File: config.mk
export PLATFORM = sky130hd
export DESIGN_NAME = pwr_strap_enc
export DESIGN_NICKNAME = d
export VERILOG_FILES = /design/src/rtl/pwrstrap_pkg.sv /design/src/rtl/strap_mode_latch.sv /design/src/rtl/port_off_eval.sv /design/src/rtl/pwr_bus_pack.sv /design/src/rtl/pwr_strap_enc.sv
export SDC_FILE = /design/constraint.sdc
export NUM_CORES = 1
export LEC_CHECK = 0
export ABC_AREA = 1
export BUFFER_PORTS_ARGS = -buffer_cell sky130_fd_sc_hd__buf_2
export CAP_MARGIN = 20
export CORE_AREA = 4 4 41 43
export CTS_CLUSTER_SIZE = 16
export DETAILED_ROUTE_END_ITERATION = 10
export DIE_AREA = 0 0 45 47
export PLACE_DENSITY_LB_ADDON = 0.25
export SLEW_MARGIN = 30
export SYNTH_ARGS = -nofsm -noshare
export SYNTH_HDL_FRONTEND = slang
export SYNTH_SLANG_ARGS = --single-unit
File: constraint.sdc
create_clock -name clk -period 1.2 [get_ports clk]
set_input_delay 0.3 -clock clk [delete_from_list [all_inputs] [get_ports clk]]
set_output_delay 0.3 -clock clk [all_outputs]
set_load 0.01 [all_outputs]
File: src/rtl/pwrstrap_pkg.sv
package pwrstrap_pkg;

  typedef enum logic [1:0] {
    MODE_NOLINK = 2'd0,
    MODE_LEGACY = 2'd1,
    MODE_NEWGEN = 2'd2
  } link_mode_e;

  localparam logic [2:0] ST_DISCONN = 3'd0;
  localparam logic [2:0] ST_ASLEEP  = 3'd1;
  localparam logic [2:0] ST_DCCONN  = 3'd2;
  localparam logic [2:0] ST_DS_SUSP = 3'd3;
  localparam logic [2:0] ST_DS_DIS  = 3'd4;
  localparam logic [2:0] ST_ACTIVE  = 3'd5;

  // Mode chosen from the two strap pins.
  function automatic link_mode_e decode_mode(input logic strap, input logic gen);
    if (!gen)
      return MODE_LEGACY;
    else if (strap)
      return MODE_NOLINK;
    else
      return MODE_NEWGEN;
  endfunction

  // Cable power is kept on only for dc-connected or active ports that
  // are not forced off by the register bits.
  function automatic logic port_off(input logic [2:0] st, input logic dis,
                                    input logic hard, input logic sleep);
    logic forced;
    forced = dis & (hard | sleep);
    if (st == ST_DCCONN || st == ST_ACTIVE)
      return forced;
    else
      return 1'b1;
  endfunction

endpackage

File: src/rtl/strap_mode_latch.sv
module strap_mode_latch
  import pwrstrap_pkg::*;
(
  input  logic       clk,
  input  logic       rst_n,
  input  logic       strap_i,
  input  logic       gen_i,
  output link_mode_e mode_o
);

  link_mode_e mode_q;

  // Follows the straps while reset is held, frozen afterwards.
  always_ff @(posedge clk) begin
    if (!rst_n)
      mode_q <= decode_mode(strap_i, gen_i);
  end

  assign mode_o = mode_q;

endmodule

File: src/rtl/port_off_eval.sv
module port_off_eval
  import pwrstrap_pkg::*;
(
  input  logic [2:0] state_i,
  input  logic       dis_i,
  input  logic       hard_i,
  input  logic       sleep_i,
  output logic       off_o
);

  always_comb off_o = port_off(state_i, dis_i, hard_i, sleep_i);

endmodule

File: src/rtl/pwr_bus_pack.sv
module pwr_bus_pack #(
  parameter int NPORT   = 3,
  parameter int BUS_W   = 8,
  parameter int ALL_BIT = 6
) (
  input  logic             clk,
  input  logic             rst_n,
  input  logic             en_i,
  input  logic [NPORT-1:0] flags_i,
  output logic [BUS_W-1:0] bus_o
);

  logic [BUS_W-1:0] next_bus;

  for (genvar b = 0; b < BUS_W; b++) begin : g_bit
    if (b < NPORT) begin : g_port
      assign next_bus[b] = flags_i[b];
    end else if (b == ALL_BIT) begin : g_all
      assign next_bus[b] = &flags_i;
    end else begin : g_rsvd
      assign next_bus[b] = 1'b0;
    end
  end

  always_ff @(posedge clk) begin
    if (!rst_n)
      bus_o <= '0;
    else if (en_i)
      bus_o <= next_bus;
    else
      bus_o <= '0;
  end

endmodule

File: src/rtl/pwr_strap_enc.sv
module pwr_strap_enc
  import pwrstrap_pkg::*;
#(
  parameter int NPORT   = 3,
  parameter int BUS_W   = 8,
  parameter int ALL_BIT = 6,
  localparam int ST_W   = 3 * NPORT
) (
  input  logic             clk,
  input  logic             rst_n,
  input  logic             strap_clk,
  input  logic             gen_sel,
  input  logic [ST_W-1:0]  port_state,
  input  logic [NPORT-1:0] port_dis,
  input  logic [NPORT-1:0] port_hard_dis,
  input  logic [NPORT-1:0] port_sleep_en,
  output logic [BUS_W-1:0] pwr_bus,
  output logic [1:0]       mode_out,
  output logic             mgmt_mode
);

  link_mode_e       mode_w;
  logic [NPORT-1:0] port_flags;

  strap_mode_latch u_latch (
    .clk     (clk),
    .rst_n   (rst_n),
    .strap_i (strap_clk),
    .gen_i   (gen_sel),
    .mode_o  (mode_w)
  );

  for (genvar p = 0; p < NPORT; p++) begin : g_port
    port_off_eval u_eval (
      .state_i (port_state[3*p +: 3]),
      .dis_i   (port_dis[p]),
      .hard_i  (port_hard_dis[p]),
      .sleep_i (port_sleep_en[p]),
      .off_o   (port_flags[p])
    );
  end

  assign mode_out  = mode_w;
  assign mgmt_mode = (mode_w == MODE_NOLINK);

  pwr_bus_pack #(
    .NPORT   (NPORT),
    .BUS_W   (BUS_W),
    .ALL_BIT (ALL_BIT)
  ) u_pack (
    .clk     (clk),
    .rst_n   (rst_n),
    .en_i    (mgmt_mode),
    .flags_i (port_flags),
    .bus_o   (pwr_bus)
  );

endmodule

## Yosys cells after proc, flatten, opt, wreduce, memory -nomap -nowiden

Cells that the tools add are included.

| storage, ports and cells | value |
|---|---|
| logic and storage cells | 25 |
| latch bits | 0 |
| output and inout port bits | 11 |
| bits in registers | 10 |
| memory bits (read-only) | 0 |
| input bits | 22 |
| RAM bits | 0 |
| memories kept | 0 |

| cells by class | value |
|---|---|
| bitwise logic cells | 6 |
| multiply operators | 0 |
| order comparisons | 0 |
| shifts and indexed selects | 0 |
| eq/ne operators | 6 |
| add/subtract/negate cells | 0 |
| divide/modulo/power cells | 0 |
| reductions and logical operators | 6 |
| mux-type cells | 4 |

Operator list:

| kind | count |
|---|---|
| 3-bit by 2-bit equality test with 1-bit output (second input constant) | 3 |
| 3-bit equality test (second input constant) | 3 |
| 1-bit bitwise AND | 3 |
| 1-bit logical OR | 3 |
| 1-bit 2-to-1 mux | 3 |
| 1-bit bitwise OR | 3 |
| 3-bit AND reduction | 1 |
| 2-bit zero test | 1 |
| 2-bit 2-to-1 mux | 1 |
| 2-bit AND reduction | 1 |

## Longest topological paths before layout

Gate-level depths: netlist (run 1).

| logic depth | value |
|---|---|
| depth after elaboration | 4 |
| mapped depth | 6 |
| mapped depth without buffers | 6 |

## Cells and area by module

Synthesis (run 1) repeated with hierarchy kept, for this count alone.

| unflattened totals | value |
|---|---|
| cells, all modules | 48 |
| area total of the unflattened synthesis | 332.8 um2 |

By module, submodules not included:

| module | times used | seq. area each (um2) | area each (um2) | cells an instance |
|---|---|---|---|---|
| pwr_bus_pack | 1 | 80.1 | 153.9 | 18 |
| port_off_eval | 3 | 0.0 | 33.8 | 8 |
| strap_mode_latch | 1 | 60.1 | 73.8 | 5 |
| pwr_strap_enc | 1 | 0.0 | 3.8 | 1 |

## Least setup slack after synthesis (run 1)

Ideal clock, no wire load.

| path | value |
|---|---|
| path kind | flip-flop to flip-flop |
| start point | reg u_latch.mode_q[1], in the netlist u_latch.mode_o[1] |
| end point | reg u_pack.bus_o[6] |
| slack | 241 ps |
| clock period less this slack | 959 ps |
| path buffers | 0 |
| setup time | 62 ps |
| data required time | 1138 ps |
| cell stages (with the launch flop) | 6 |
| arrival | 897 ps |
| cell sequence | edfxtp_1 > nor2_2 > nand2_2 > clkinv_1 > nand2_2 > nor2_2 |

| on the way | value |
|---|---|
| word-level cells in the longest chain between the ends | 2 |

Ends and longest elaborated chain:

| item | RTL line | RTL |
|---|---|---|
| from (decl) | strap_mode_latch.sv:11 | `link_mode_e mode_q;` |
| from (signal assigned) | strap_mode_latch.sv:16 | `mode_q <= decode_mode(strap_i, gen_i);` |
| 2-bit zero test | pwr_strap_enc.sv:44 | `assign mgmt_mode = (mode_w == MODE_NOLINK);` |
| via mgmt_mode | pwr_strap_enc.sv:19 | `output logic mgmt_mode` |
| 2-bit AND reduction (no source line) | - |  |
| to (signal assigned) | pwr_bus_pack.sv:29 | `bus_o <= next_bus;` |
| to (decl) | pwr_bus_pack.sv:10 | `output logic [BUS_W-1:0] bus_o` |

The timed path passes the listed nets, and every way through them passes these cells.
A chain may end at the register's enable or synchronous reset.

## Final worst setup path (run 1)

| path | value |
|---|---|
| start point | reg u_latch.mode_q[1], in the netlist u_latch.mode_o[1] |
| end point | out mgmt_mode |

| on the way | value |
|---|---|
| word-level cells in the longest chain between the ends | 1 |

Ends and longest elaborated chain:

| item | RTL line |
|---|---|
| 2-bit zero test | pwr_strap_enc.sv:44 |
| to (decl) | pwr_strap_enc.sv:19 |

No other way between the ends.

==> results of run 1 <==
-- worst max-delay path, stage by stage, from the launching register on --
cell and delay [ns]:
edfxtp_1 0.39, nor2_2 0.13, buf_2 0.14
-- where the power goes --
group,leakage (uW),internal [uW],switching (uW)
clock,0.0000138,113,66.6
combinational,0.000256,53.4,56.8
sequential,0.0000522,224,4.49
total,0.000322,390,128
-- worst max path at each step --
stage                                          startpoint                    endpoint  slack [ns]  depth (start not counted)
after floorplan           u_latch.mode_o[1]$_SDFFCE_PN0N_  u_pack.bus_o[6]$_SDFF_PN0_        0.24                          5
after global placement    u_latch.mode_o[1]$_SDFFCE_PN0N_                   mgmt_mode        0.25                          2
after detailed placement  u_latch.mode_o[1]$_SDFFCE_PN0N_                   mgmt_mode        0.22                          2
after CTS                 u_latch.mode_o[0]$_SDFFCE_PN1N_                   mgmt_mode       -0.01                          2
after global routing      u_latch.mode_o[1]$_SDFFCE_PN0N_                   mgmt_mode       -0.06                          2
final                     u_latch.mode_o[1]$_SDFFCE_PN0N_                   mgmt_mode       0.004                          2
-- layer usage --
| layer | GRT usage, % | vias to the layer above | share of wire (%) |
|---|---|---|---|
| li1 | - | 194 | - |
| met5 | 0 | - | 0 |
| met2 | 13.56 | 20 | 49 |
| met3 | 3.831 | 0 | 14 |
| met4 | 1.754 | 0 | 0 |
| met1 | 5.747 | 140 | 36 |
-- final cells by class --
class	instances	area, um^2
Sequential cell	6	140.1
Timing Repair Buffer	29	147.6
Clock buffer	3	22.52
Fill cell	146	787.0
Multi-Input combinational cell	27	140.1
Inverter	12	45.04
Tap cell	15	18.77
-- state kept, by name (all words and copies together) (netlist names) --
register,cells
u_pack.bus_o,4
u_latch.mode_o,2
-- per-stage QoR --
step / cells / power (uW) / area [um^2] / hold WS [ns]
2_1_floorplan: 49 / 294.5 / 355.3 / 0.4342
3_3_place_gp: 88 / 337.9 / 484.2 / 0.5503
3_5_place_dp: 88 / 340.5 / 484.2 / 0.5511
4_1_cts: 92 / 530.8 / 514.2 / 0.2980
5_1_grt: 92 / 563.2 / 514.2 / 0.2980
6_report: 92 / 517.9 / 514.2 / 0.3074
-- what timing repair did --
item | CTS | global route
setup buffers | 1 | 0
hold endpoints to repair | 0 | 0
hold buffers | 0 | 0
gates cloned | 0 | 0
pin swaps | 1 | 1
endpoints found under the setup margin | 1 | 1
-- kinds of logic after synthesis --
| logic type | Yosys count | share of synthesized area, % |
|---|---|---|
| buffers and inverters | 16 | 21.82 |
| AOI/OAI and AO/OA | 5 | 7.272 |
| and+or+nand+nor | 18 | 29.09 |
| other | 1 | 1.090 |
| DFF | 6 | 40.73 |
-- synthesized netlist by cell type --
master / n / area (um^2)
clkinv_1: 1 / 3.750
nand2_4: 1 / 11.26
edfxtp_1: 2 / 60.06
buf_4: 4 / 30.03
nand2_2: 4 / 25.02
dfxtp_1: 4 / 80.08
nand3b_1: 1 / 7.510
nand3_1: 5 / 25.02
nor2_1: 1 / 3.750
a21oi_1: 2 / 10.01
inv_2: 1 / 3.750
o21ai_1: 3 / 15.01
nor2_2: 2 / 12.51
nand2_1: 4 / 15.01
conb_1: 1 / 3.750
inv_1: 10 / 37.54
==> summary.txt, run 1 <==
Logic synthesis
  – Average size of a mapped cell: 7.480 um^2
  – Yosys cell types: 16
  – Mapped Area: approximately 340 um^2
  – Sequential area share after synthesis: 40.73%
  – YS warnings: 0
  – Cell count after synthesis: 46
  – Post-synthesis register bit count: 6

Clock tree
  – Reg clk slew, reported paths: 0.04 ns
  – CTS tree: yes
  – Max clock buf depth: 2
  – CTS root buf: clkbuf_4
  – CTS Sinks: 6
  – Worst skew pair latency: 0.24 ns
  – H-tree Lvls: 1
  – # resized after CTS: 0
  – CTS Buf Count: 3

Final layout
  – Layout area overhead: 49.45%
  – Final Util: 39.52%
  – Proportion of layout cells with a drive suffix above 1: about half
  – Commonest non-fill, non-tap cell in the layout: buf_2
  – Antenna fix cells: 0
  – Final #Nets: 101
  – Most frequent cells in the layout: 28 x buf_2, 10 x inv_1, 5 x nand3_1

Drt
  – # DRC: 0
  – Post-DR wirelength/cell: 7.793 um
  – DR vias/cell: 3.848
  – Detailed Routing Iterations Pass 1: 1
  – Initial DRC count: 0
  – Number of nets still failing antenna checks after routing: 0
  – Via count: 354
  – Final wirelength: ~720 um

Global routing
  – Vias in the first global route: roughly 320
  – Initial antenna violation count: 0
  – All-layer global routing usage: 6.820%
  – Pin count of the biggest net entering global routing: 4
  – First-pass GRT wire length: 1.035 mm
  – Grt ovf: 0

Placement
  – Gpl congestion: 0.6248
  – Dpl hpwl: 655.6 um
  – IO buf count: 28
  – Pre-CTS WS: 0.2203 ns

Pwr
  – Cell Pwr Density: a little over 1000 nW/um^2
  – Leakage: 0.0003216 uW
  – Peak supply drop: 575.6 uV

Status
  – Outcome: completed

Worst hold path
  – Hold path startpoint: gen_sel
  – Worst hold path class: in2reg
  – Cell depth of the worst hold path: 2
  – Hold EP: u_latch.mode_o[0]$_SDFFCE_PN1N_

Setup path
  – CP Max Fanout: 2
  – CP endpoint kind: primary output
  – Worst Path Required: 0.90 ns
  – WP data arrival: 0.90 ns
  – Crit Path Category: reg2out
  – Worst Reg2Reg Path Length in Cells: 6
  – Worst setup SP type: flop
  – FF-to-FF Start: u_latch.mode_o[1]$_SDFFCE_PN0N_
  – FF-to-FF End: u_pack.bus_o[6]$_SDFF_PN0_
  – R2r setup slk: 0.26 ns

Job
  – Max_cap viols: 0

Floorplanning
  – Die height: 47 um
  – Die Wd: 45 um
  – Core area: 1301 um^2
  – Die Area: 2115 um^2
  – # IOs: 33
  – Starting Density: roughly a quarter
  – Row cnt: 13

STA
  – Period Utilization, post-route: 99.70%
  – Peak Freq: between 800 and 900 MHz
  – Final max-slew violation count: 0
  – Final Hold Fails: 0
  – Post-route setup slack: between 0.003 and 0.004 ns
  – Max Clock Skew: 0.002469 ns
  – Setup_tns: 0 ns
  – Setup Viol. Count Final: 0
  – Final min period: about 1.2 ns
  – RSZ-0062 raised after global routing: true
(Power assumes the default switching activity.)
==> inputs of run 2 (changes only) <==
==> constraint.sdc (replaced) <==
create_clock -name clk -period 1.46 [get_ports clk]
set_input_delay 0.365 -clock clk [delete_from_list [all_inputs] [get_ports clk]]
set_output_delay 0.365 -clock clk [all_outputs]
set_load 0.01 [all_outputs]
==> summary.txt, run 2 (synthesized netlist as in run 1, its figures left out) <==
Clock tree
  – H-tree Lvls: 1 (unchanged)
  – # resized after CTS: 0 (unchanged)
  – Worst skew pair latency: 0.24 ns (about the same)
  – CTS tree: yes
  – CTS Sinks: 6 (unchanged)
  – CTS root buf: clkbuf_4
  – CTS Buf Count: 3 (unchanged)
  – Reg clk slew, reported paths: 0.04 ns (about the same)
  – Max clock buf depth: 2 (unchanged)
  – Post-CTS Repair Setup Buffers: 0 (-1)
  – Hold-fix buffers, CTS: 0 (unchanged)

Setup path
  – CP Cell Sequence: nor2_2 > buf_2
  – WP data arrival: 0.92 ns (+0.02 ns)
  – R2r setup slk: 0.58 ns (+0.32 ns)
  – Worst Path Required: 1.10 ns (+0.20 ns)
  – Crit path max-delay cell type: edfxtp_1
  – CP endpoint kind: primary output
  – FF-to-FF Start: u_latch.mode_o[1]$_SDFFCE_PN0N_
  – FF-to-FF End: u_pack.bus_o[6]$_SDFF_PN0_
  – CP Max Fanout: 2 (unchanged)
  – Crit Path Category: reg2out
  – CP max stage delay: 0.39 ns (about the same)
  – Worst Reg2Reg Path Length in Cells: 5 (-1)
  – CP bufs+invs: 1 (unchanged)
  – Critical path origin: u_latch.mode_o[1]$_SDFFCE_PN0N_
  – Kind of cell adding the most delay to the critical path: flip-flops
  – Worst setup SP type: flop

Worst hold path
  – Worst hold path class: in2reg
  – Hold path startpoint: gen_sel
  – Hold EP: u_latch.mode_o[0]$_SDFFCE_PN1N_
  – Cell depth of the worst hold path: 2 (unchanged)

Final layout
  – Multi-input gate area: 140.1 um^2 (unchanged)
  – Layout area overhead: 47.27%
  – Final Util: 38.94% (-0.58 points)
  – Final #Nets: 100 (-0.99%)
  – Proportion of layout cells with a drive suffix above 1: 51.32% (-0.63 points)
  – Most frequent cells in the layout: 28 x buf_2, 10 x inv_1, 5 x nand3_1
  – Fillcell total: 146 (unchanged)
  – Largest register by flop count: u_pack.bus_o
  – Reg area: 140.1 um^2 (unchanged)
  – Antenna fix cells: 0 (unchanged)
  – Max FFs per register: 4 (unchanged)
  – Commonest non-fill, non-tap cell in the layout: buf_2

Drt
  – Initial DRC count: 0 (unchanged)
  – Post-DR wirelength/cell: 7.813 um (+0.25%)
  – Via count: 349 (-1.4%)
  – DR vias/cell: 3.835 (-0.33%)
  – Final wirelength: 711 um (-0.84%)
  – Number of nets still failing antenna checks after routing: 0 (unchanged)
  – Detailed Routing Iterations Pass 1: 1 (unchanged)
  – Highest metal used: met3
  – Wl on met1: 258 um (-0.39%)
  – Metal3 WL: 103 um (unchanged)
  – # DRC: 0 (unchanged)
  – Met2 WL post-DR: 349 um (-1.4%)

Pwr
  – Leakage: 0.0003165 uW (-1.6%)
  – Cell Pwr Density: 834.0 nW/um^2 (-17%)
  – Peak supply drop: 473.2 uV (-18%)

STA
  – Final max-slew violation count: 0 (unchanged)
  – Period Utilization, post-route: 87.98%
  – RSZ-0062 raised after global routing: false
  – Final min period: 1.285 ns
  – Setup Viol. Count Final: 0 (unchanged)
  – Setup_tns: 0 ns (unchanged)
  – Peak Freq: 778.5 MHz
  – Final Hold Fails: 0 (unchanged)
  – Max Clock Skew: 0.002469 ns (unchanged)

Floorplanning
  – Die height: 47 um (unchanged)
  – Core area: 1301 um^2 (unchanged)
  – Die Wd: 45 um (unchanged)
  – # IOs: 33 (unchanged)
  – Die Area: 2115 um^2 (unchanged)
  – Starting Density: 26.44% (unchanged)
  – Row cnt: 13 (unchanged)

Job
  – Max_cap viols: 0 (unchanged)

Global routing
  – Initial antenna violation count: 0 (unchanged)
  – Grt ovf: 0 (unchanged)
  – All-layer global routing usage: 6.741% (-0.079 points)
  – Vias in the first global route: 316 (-0.94%)
  – Pin count of the biggest net entering global routing: 4 (unchanged)
  – First-pass GRT wire length: 1.021 mm (-1.4%)

Placement
  – IO buf count: 28 (unchanged)
  – Dpl hpwl: 655.6 um (unchanged)
  – Gpl congestion: 0.6248 (unchanged)

Status
  – Outcome: completed
[run 2: cell types whose count changed in the layout (fill, tap and decap cells not counted)]
cell   before  now
buf_4       1    0
[run 2: worst max path at each step]
stage	end	slack (ns)	cells past startpoint
4_1_cts	mgmt_mode	0.15	2
3_3_place_gp	mgmt_mode	0.45	2
6_report	mgmt_mode	0.18	2
3_5_place_dp	mgmt_mode	0.42	2
2_1_floorplan	mgmt_mode	0.46	1
5_1_grt	mgmt_mode	0.11	2
[run 2: routing by layer]
layer | track usage [%] | up-vias
li1 | - | 192
met1 | 5.517 | 137
met2 | 13.56 | 20
met3 | 3.831 | 0
met4 | 1.754 | 0
met5 | 0 | -
[run 2: through the flow]
step	std cells	setup WS, ns	cell area [um^2]	hold slack (ns)	total power (uW)
final	91	0.1754	506.7	0.3724	422.6
after global routing	91	0.1098	506.7	0.3630	459.5
after CTS	91	0.1518	506.7	0.3630	433.3
after detailed placement	88	0.4153	484.2	0.5795	279.9
after global placement	88	0.4460	484.2	0.5679	277.7
after floorplan	49	0.4648	355.3	0.4992	242.0
[run 2: power by group]
| group | internal, uW | switching, uW | leakage [uW] |
|---|---|---|---|
| combinational | 41.4 | 46.1 | 0.000251 |
| clock | 92.6 | 54.7 | 0.0000138 |
| sequential | 184 | 3.70 | 0.0000522 |
| total | 318 | 105 | 0.000317 |
[run 2: worst register-to-register path, stage by stage, from the launching register on]
cell	delay, ns
edfxtp_1	0.39
nor2_2	0.15
nand2_2	0.09
clkinv_1	0.06
nand2_2	0.06
nor2_2	0.08
[run 2: cell type report]
type | instances | share of cell area (%)
clock buffer | 3 | 4.444
inverter | 12 | 8.889
multi-input combinational | 27 | 27.65
sequential | 6 | 27.65
tap | 15 | 3.704
timing repair buffer | 28 | 27.65
